===== config.mk =====
export PLATFORM = sky130hd
export DESIGN_NAME = dma_irq_collect
export DESIGN_NICKNAME = d
export VERILOG_FILES = /design/src/rtl/dma_irq_pkg.sv /design/src/rtl/dma_irq_ctrl.sv /design/src/rtl/dma_irq_datapath.sv /design/src/rtl/dma_irq_collect.sv
export SDC_FILE = /design/constraint.sdc
export NUM_CORES = 1
export LEC_CHECK = 0
export ABC_AREA = 1
export BUFFER_PORTS_ARGS = -buffer_cell sky130_fd_sc_hd__buf_2
export CORE_MARGIN = 2
export CORE_UTILIZATION = 45
export CTS_BUF_LIST = sky130_fd_sc_hd__clkbuf_16
export DETAILED_ROUTE_END_ITERATION = 16
export PLACE_DENSITY = 0.7
export SETUP_SLACK_MARGIN = 0.4
export SLEW_MARGIN = 20
export SYNTH_ARGS = -nofsm -noshare
export SYNTH_HDL_FRONTEND = slang
export SYNTH_SLANG_ARGS = --single-unit

===== constraint.sdc =====
create_clock -name clk -period 0.9 [get_ports clk]
set_input_delay 0 -clock clk [delete_from_list [all_inputs] [get_ports clk]]
set_output_delay 0 -clock clk [all_outputs]
set_load 0.01 [all_outputs]

===== src/rtl/dma_irq_pkg.sv =====
package dma_irq_pkg;

  typedef enum logic [3:0] {
    ADDR_ANY_STAT = 4'd0,
    ADDR_TC_STAT  = 4'd1,
    ADDR_TC_CLR   = 4'd2,
    ADDR_ERR_STAT = 4'd3,
    ADDR_ERR_CLR  = 4'd4,
    ADDR_TC_RAW   = 4'd5,
    ADDR_ERR_RAW  = 4'd6,
    ADDR_CH_EN    = 4'd7,
    ADDR_TC_MASK  = 4'd8,
    ADDR_ERR_MASK = 4'd9
  } regAddrE;

  localparam int ADDR_W = 4;

  typedef struct packed {
    logic tcClr;
    logic errClr;
    logic tcMaskWr;
    logic errMaskWr;
  } wrStrobeT;

endpackage


===== src/rtl/dma_irq_ctrl.sv =====
module dma_irq_ctrl
  import dma_irq_pkg::*;
(
  input  logic              wrEn,
  input  logic [ADDR_W-1:0] regAddr,
  output wrStrobeT          strb
);

  always_comb begin
    strb = '0;
    if (wrEn) begin
      case (regAddr)
        ADDR_TC_CLR:   strb.tcClr     = 1'b1;
        ADDR_ERR_CLR:  strb.errClr    = 1'b1;
        ADDR_TC_MASK:  strb.tcMaskWr  = 1'b1;
        ADDR_ERR_MASK: strb.errMaskWr = 1'b1;
        default:       strb = '0;
      endcase
    end
  end

  // a single write never reaches two registers
  always_comb begin
    a_r7_one_strobe: assert ($onehot0(strb));
  end

endmodule


===== src/rtl/dma_irq_datapath.sv =====
module dma_irq_datapath
  import dma_irq_pkg::*;
#(
  parameter int NUM_CH = 8
) (
  input  logic              clk,
  input  logic              rstN,
  input  wrStrobeT          strb,
  input  logic [NUM_CH-1:0] wrData,
  input  logic [NUM_CH-1:0] tcEvt,
  input  logic [NUM_CH-1:0] tcSegIe,
  input  logic [NUM_CH-1:0] errEvt,
  input  logic [NUM_CH-1:0] chanEn,
  input  logic [ADDR_W-1:0] rdAddr,
  output logic [NUM_CH-1:0] rdData,
  output logic              irqTc,
  output logic              irqErr,
  output logic              irqAny
);

  logic [NUM_CH-1:0] rawTc, rawErr, tcMask, errMask;
  logic [NUM_CH-1:0] tcSet, tcClrVec, errClrVec;
  logic [NUM_CH-1:0] mskTc, mskErr, anyStat;

  assign tcSet     = tcEvt & tcSegIe;
  assign tcClrVec  = strb.tcClr  ? wrData : '0;
  assign errClrVec = strb.errClr ? wrData : '0;

  // event wins over a clear of the same bit
  always_ff @(posedge clk or negedge rstN) begin
    if (!rstN) begin
      rawTc   <= '0;
      rawErr  <= '0;
      tcMask  <= '0;
      errMask <= '0;
    end else begin
      rawTc  <= (rawTc  & ~tcClrVec)  | tcSet;
      rawErr <= (rawErr & ~errClrVec) | errEvt;
      if (strb.tcMaskWr)  tcMask  <= wrData;
      if (strb.errMaskWr) errMask <= wrData;
    end
  end

  assign mskTc   = rawTc & tcMask;
  assign mskErr  = rawErr & errMask;
  assign anyStat = mskTc | mskErr;

  assign irqTc  = |mskTc;
  assign irqErr = |mskErr;
  assign irqAny = |anyStat;

  always_comb begin
    case (rdAddr)
      ADDR_ANY_STAT: rdData = anyStat;
      ADDR_TC_STAT:  rdData = mskTc;
      ADDR_ERR_STAT: rdData = mskErr;
      ADDR_TC_RAW:   rdData = rawTc;
      ADDR_ERR_RAW:  rdData = rawErr;
      ADDR_CH_EN:    rdData = chanEn;
      ADDR_TC_MASK:  rdData = tcMask;
      ADDR_ERR_MASK: rdData = errMask;
      default:       rdData = '0;
    endcase
  end

  a_r2_tc_sets: assert property (@(posedge clk) disable iff (!rstN)
    (|tcSet) |=> ((rawTc & $past(tcSet)) == $past(tcSet)));

  a_r2_no_tc_without_ie: assert property (@(posedge clk) disable iff (!rstN)
    ((rawTc & ~$past(rawTc) & ~$past(tcEvt & tcSegIe)) == '0));

  a_r3_err_sets: assert property (@(posedge clk) disable iff (!rstN)
    (|errEvt) |=> ((rawErr & $past(errEvt)) == $past(errEvt)));

  a_r7_tc_fall_needs_clear: assert property (@(posedge clk) disable iff (!rstN)
    (($past(rawTc) & ~rawTc & ~($past(strb.tcClr) ? $past(wrData) : '0)) == '0));

  a_r8_err_fall_needs_clear: assert property (@(posedge clk) disable iff (!rstN)
    (($past(rawErr) & ~rawErr & ~($past(strb.errClr) ? $past(wrData) : '0)) == '0));

  a_r10_any_covers: assert property (@(posedge clk) disable iff (!rstN)
    irqAny == (irqTc | irqErr));

endmodule


===== src/rtl/dma_irq_collect.sv =====
module dma_irq_collect
  import dma_irq_pkg::*;
#(
  parameter int NUM_CH = 8
) (
  input  logic              clk,
  input  logic              rstN,
  input  logic [NUM_CH-1:0] tcEvt,
  input  logic [NUM_CH-1:0] tcSegIe,
  input  logic [NUM_CH-1:0] errEvt,
  input  logic [NUM_CH-1:0] chanEn,
  input  logic              wrEn,
  input  logic [ADDR_W-1:0] regAddr,
  input  logic [NUM_CH-1:0] wrData,
  output logic [NUM_CH-1:0] rdData,
  output logic              irqTc,
  output logic              irqErr,
  output logic              irqAny
);

  wrStrobeT strb;

  dma_irq_ctrl u_ctrl (
    .wrEn    (wrEn),
    .regAddr (regAddr),
    .strb    (strb)
  );

  dma_irq_datapath #(.NUM_CH(NUM_CH)) u_dp (
    .clk     (clk),
    .rstN    (rstN),
    .strb    (strb),
    .wrData  (wrData),
    .tcEvt   (tcEvt),
    .tcSegIe (tcSegIe),
    .errEvt  (errEvt),
    .chanEn  (chanEn),
    .rdAddr  (regAddr),
    .rdData  (rdData),
    .irqTc   (irqTc),
    .irqErr  (irqErr),
    .irqAny  (irqAny)
  );

endmodule


# [Word level (Yosys, flattened, before mapping)]
# Index checks and enable logic that the tools add are counted.
[classes] n_eq_ne=9 mux=8 bitwise_logic=10 n_reduce_logical=4
[op_table] operator="$pmux 8 s8" n=1
[op_table] operator="$and 8x8->8" n=5
[op_table] operator="$or 8x8->8" n=3
[op_table] operator="$reduce_or 8->1" n=3
[op_table] operator="$eq 4x3->1 const B" n=4
[op_table] operator="$mux 8" n=2
[op_table] operator="$not 8->8" n=2
[op_table] operator="$eq 4x2->1 const B" n=2
[op_table] operator="$eq 4x4->1 const B" n=2
[op_table] operator="$eq 4x1->1 const B" n=1
[op_table] operator="$logic_not 4->1" n=1
[op_table] operator="$mux 1" n=4
[op_table] operator="$mux 4" n=1
[totals] register_bits=32 input_bits=47 output_inout_bits=11 elab_cells=35

# [Longest topological paths before layout]
[depth] word_depth=7 mapped_depth=7 ltp_nobuf=6

# [Cells and area by module]
# Synthesis repeated with hierarchy kept, for this count alone.
[unflattened] cells_unflattened=286 hier_area_um2=2098.3
[by_module_without_submodules] module="dma_irq_datapath" n_inst=1 cells_each=272 area_per_inst_um2=2042.0 seq_area_each_um2=800.8
[by_module_without_submodules] module="dma_irq_ctrl" n_inst=1 cells_each=14 area_per_inst_um2=56.3 seq_area_each_um2=0.0

# [Worst setup path after synthesis]
# OpenSTA, ideal clock, no wires.
[synth_timing] path_kind="register to output" from="register u_dp.tcMask[6]" to="output port irqTc" arrival_ns=0.862 t_required_ns=0.900 slack_ns=0.038 path_stages_with_launch=4 n_path_buf=0 cell_sequence="dfrtp_1 nand2_1 nand4_1 or2_2"
[synth_between] elab_chain_len=2
[synth_rtl] item="from (decl)" line="dma_irq_datapath.sv:21" source="logic [NUM_CH-1:0] rawTc, rawErr, tcMask, errMask;"
[synth_rtl] item="from (signal assigned)" line="dma_irq_datapath.sv:39" source="if (strb.tcMaskWr) tcMask <= wrData;"
[synth_rtl] item="$and 8x8->8" line="dma_irq_datapath.sv:44" source="assign mskTc = rawTc & tcMask;"
[synth_rtl] item="$reduce_or 8->1" line="dma_irq_datapath.sv:48" source="assign irqTc = |mskTc;"
[synth_rtl] item="to (decl)" line="dma_irq_collect.sv:16" source="output logic irqTc,"
# No other way between the ends.

# [Final worst setup path]
[layout_timing] from="register u_dp.rawTc[6]" to="output port irqAny"
[layout_between] elab_chain_len=3
[layout_rtl] item="from (decl)" line="dma_irq_datapath.sv:21"
[layout_rtl] item="from (signal assigned)" line="dma_irq_datapath.sv:37" source="rawTc <= (rawTc & ~tcClrVec) | tcSet;"
[layout_rtl] item="$and 8x8->8" line="dma_irq_datapath.sv:44"
[layout_rtl] item="$or 8x8->8" line="dma_irq_datapath.sv:46" source="assign anyStat = mskTc | mskErr;"
[layout_rtl] item="$reduce_or 8->1" line="dma_irq_datapath.sv:50" source="assign irqAny = |anyStat;"
[layout_rtl] item="to (decl)" line="dma_irq_collect.sv:18" source="output logic irqAny"
# No other way between the ends.

==> impl_metrics.ini <==
[run_status]
status = finished with violations
violations = hold timing, setup timing

[sta]
hold-worst-slack_ps = -109
max_freq_mhz = 741
drv_slew = 0
report.final.hold_viol_count = 16
tightest_slew_ps = 293
fin_tns_setup_ps = -4280
clock_skew_ps = 0
rsz0062_at_grt = true
max_slew_margin_pct = 80.5
fin_crit_sh_pct = 150
fin_ws_ps = -450
fin_crit_ps = 1350
final-setup-viol-count = 11

[die]
rows = 24
ios = 58
start_util_pct = 47.6
die_area_um2 = 5260
die_height_um = 72.6
coreArea_um2 = 4440
dieWidth_um = 72.6

[global_routing]
grt_first_pass_wirelength_mm = 11.7
grt_pass1_vias = 2561
track_usage_pct = 29.0
antenna_found_initial = 0
grt_max_degree = 33
grt.overflow.total = 0

[route]
drtAntennaViolNets = 0
dr_wl_met2_mm = 3.83
drc = 0
viasPerCell = 5.65
totalWireLength_mm = 7.79
top_layer_used = met4
met3_length_um = 632
firstDrtPassIters = 6
met1_length_mm = 3.04
drtIter0Drc = 345
wl_per_cell_um = 16.4
vias = 2684

[clocking]
clk_pin_slew_worst_paths_ps = 60
cts_hold_buf = 1
cts_sinks = 32
cts_buffers = 5
clock_latency_ps = 280
root_buffer = clkbuf_16
cts_tree = built
clk_path_buf_depth = 2
cts_max_level = 2

[finish]
area_delta_synth_final_pct = 68.4
final_common_cell = nand2_1
layout_common_cells = nand2_1 (66), nand3_1 (51), buf_2 (51), nand2_2 (34), buf_6 (34)
drive_gt1_share_pct = 50.1
final_cells = 475
nets = 469
final_area_um2 = 3560
final_util_pct = 80.1
antennaDiodeCount = 0

[worst_setup_path]
critPathBufInv = 1
cp_max_fo = 3
crit_family = simple AND/OR/NAND/NOR gates
start_kind = flop
arrival_ps = 1350
crit_slowest_cell = dfrtp_1
max_stage_delay_ps = 390
criticalPathCategory = flop to primary output
cp_data_required_time_ps = 900
critical_path.endpoint_type = primary output
cp_cell_sequence = nand2_2, nand2_2, nor2_2, nand4_1, buf_2
crit_top_cell = nand2_2

[power]
powerDensity_nw_per_um2 = 1590
swShare_pct = 32.4
p_int_mw = 3.83
combPwrFrac_pct = 35.3
clkPwrFrac_pct = 33.7
power_leakage_nw = 1.83
p_sw_mw = 1.84
seq_power_share_pct = 31.0
ir_worst_vdd_uv = 1230

[placed_design]
hpwlAfterDp_mm = 4.68
place_area_um2 = 2890
numPortBuffers = 57
dp_cells = 459
gp_congestion = 0.956
dpl_worst_slack_ps = -170

[synthesis]
seq_area_frac_synth_pct = 37.9
synth.net_count = 363
avgSynthCellArea_um2 = 6.69
ys_ff_latch = 32
synth_cell_type_count = 18
syn_inst = 316
ys.warnings.count = 0
synth_area_um2 = 2110

[run]
drv_cap = 0

[worst_hold_path]
hp-class = input port to flop
==> stage by stage <==
step                hold WS [ps]  power, mW
global route               -90.2       5.90
global placement           -32.9       3.18
detailed placement         -29.4       3.21
finish                      -109       5.67
floorplan                   -296       2.45
CTS                         -100       5.34
==> state kept, by name, summed over array words and instances (netlist names) <==
| register | cells |
|---|---|
| u_dp.errMask | 8 |
| u_dp.tcMask | 8 |
| u_dp.rawErr | 8 |
| u_dp.rawTc | 8 |
==> timing repair <==
| action | 4_1_cts | 5_1_grt |
|---|---|---|
| setup endpoints to repair | 43 | 43 |
| cloned | 1 | 1 |
| setup buffers | 3 | 2 |
| endpoints found under the hold margin | 48 | 16 |
| pin swaps | 30 | 51 |
| gates resized for setup | 63 | 65 |
==> Yosys cell counts, drive strengths merged <==
library cell	n	area (um^2)
nand2	105	394
nand3	66	358
inv	35	131
dfrtp	32	801
o21ai	32	160
nor2	26	146
buf	11	65.1
nand4	5	31.3
nand3b	2	15.0
or2	2	12.5
==> worst register-to-register path: stages (launching register included) <==
cell,delay [ps]
dfrtp_1,410
buf_4,150
nand2_1,50
o21ai_1,70
==> power by group through the flow <==
stage	logic (mW)	registers [mW]	clock network, mW
final	2.00	1.76	1.91
after CTS	1.70	1.74	1.90
after floorplan	0.727	1.73	0
after global placement	1.47	1.71	0
after detailed placement	1.49	1.72	0
after global routing	2.15	1.77	1.98
==> path summary, 6_finish.rpt <==
path / start / to / slack [ps] / cells after the start
setup / recovery: u_dp.rawTc[6] / irqAny / -450 / 5
hold / removal: errEvt[1] / u_dp.rawErr[1] / -110 / 3
setup reg to reg: u_dp.errMask[0] / u_dp.errMask[0] / 110 / 3
hold reg to reg: u_dp.rawTc[3] / u_dp.rawTc[3] / 550 / 2
max in group asynchronous: rstN / u_dp.rawErr[7] / 510 / 3
min in group asynchronous: rstN / u_dp.tcMask[5] / 220 / 3
==> cell families (layout without fill, tap and decap cells) <==
family | count (synthesis) | after routing | share of synthesized area (%)
compound gates | 32 | 32 | 7.57
flops | 32 | 32 | 37.9
buf+inv | 46 | 151 | 9.29
simple gates | 206 | 208 | 45.3
==> layer usage <==
| layer | vias up | global-route usage, % |
|---|---|---|
| met5 | - | 0 |
| met4 | 0 | 10.3 |
| met3 | 35 | 5.83 |
| met2 | 160 | 47.7 |
| met1 | 1243 | 38.0 |
| li1 | 1246 | - |
==> final cells by class <==
type	instances	area [um^2]
clock buffer	5	125
clock inverter	3	37.5
fill	292	883
inverter	35	139
multi-input combinational	240	1470
sequential	32	801
tap	52	65.1
timing repair buffer	108	926
No activity file was read; power rests on OpenSTA's default activity.
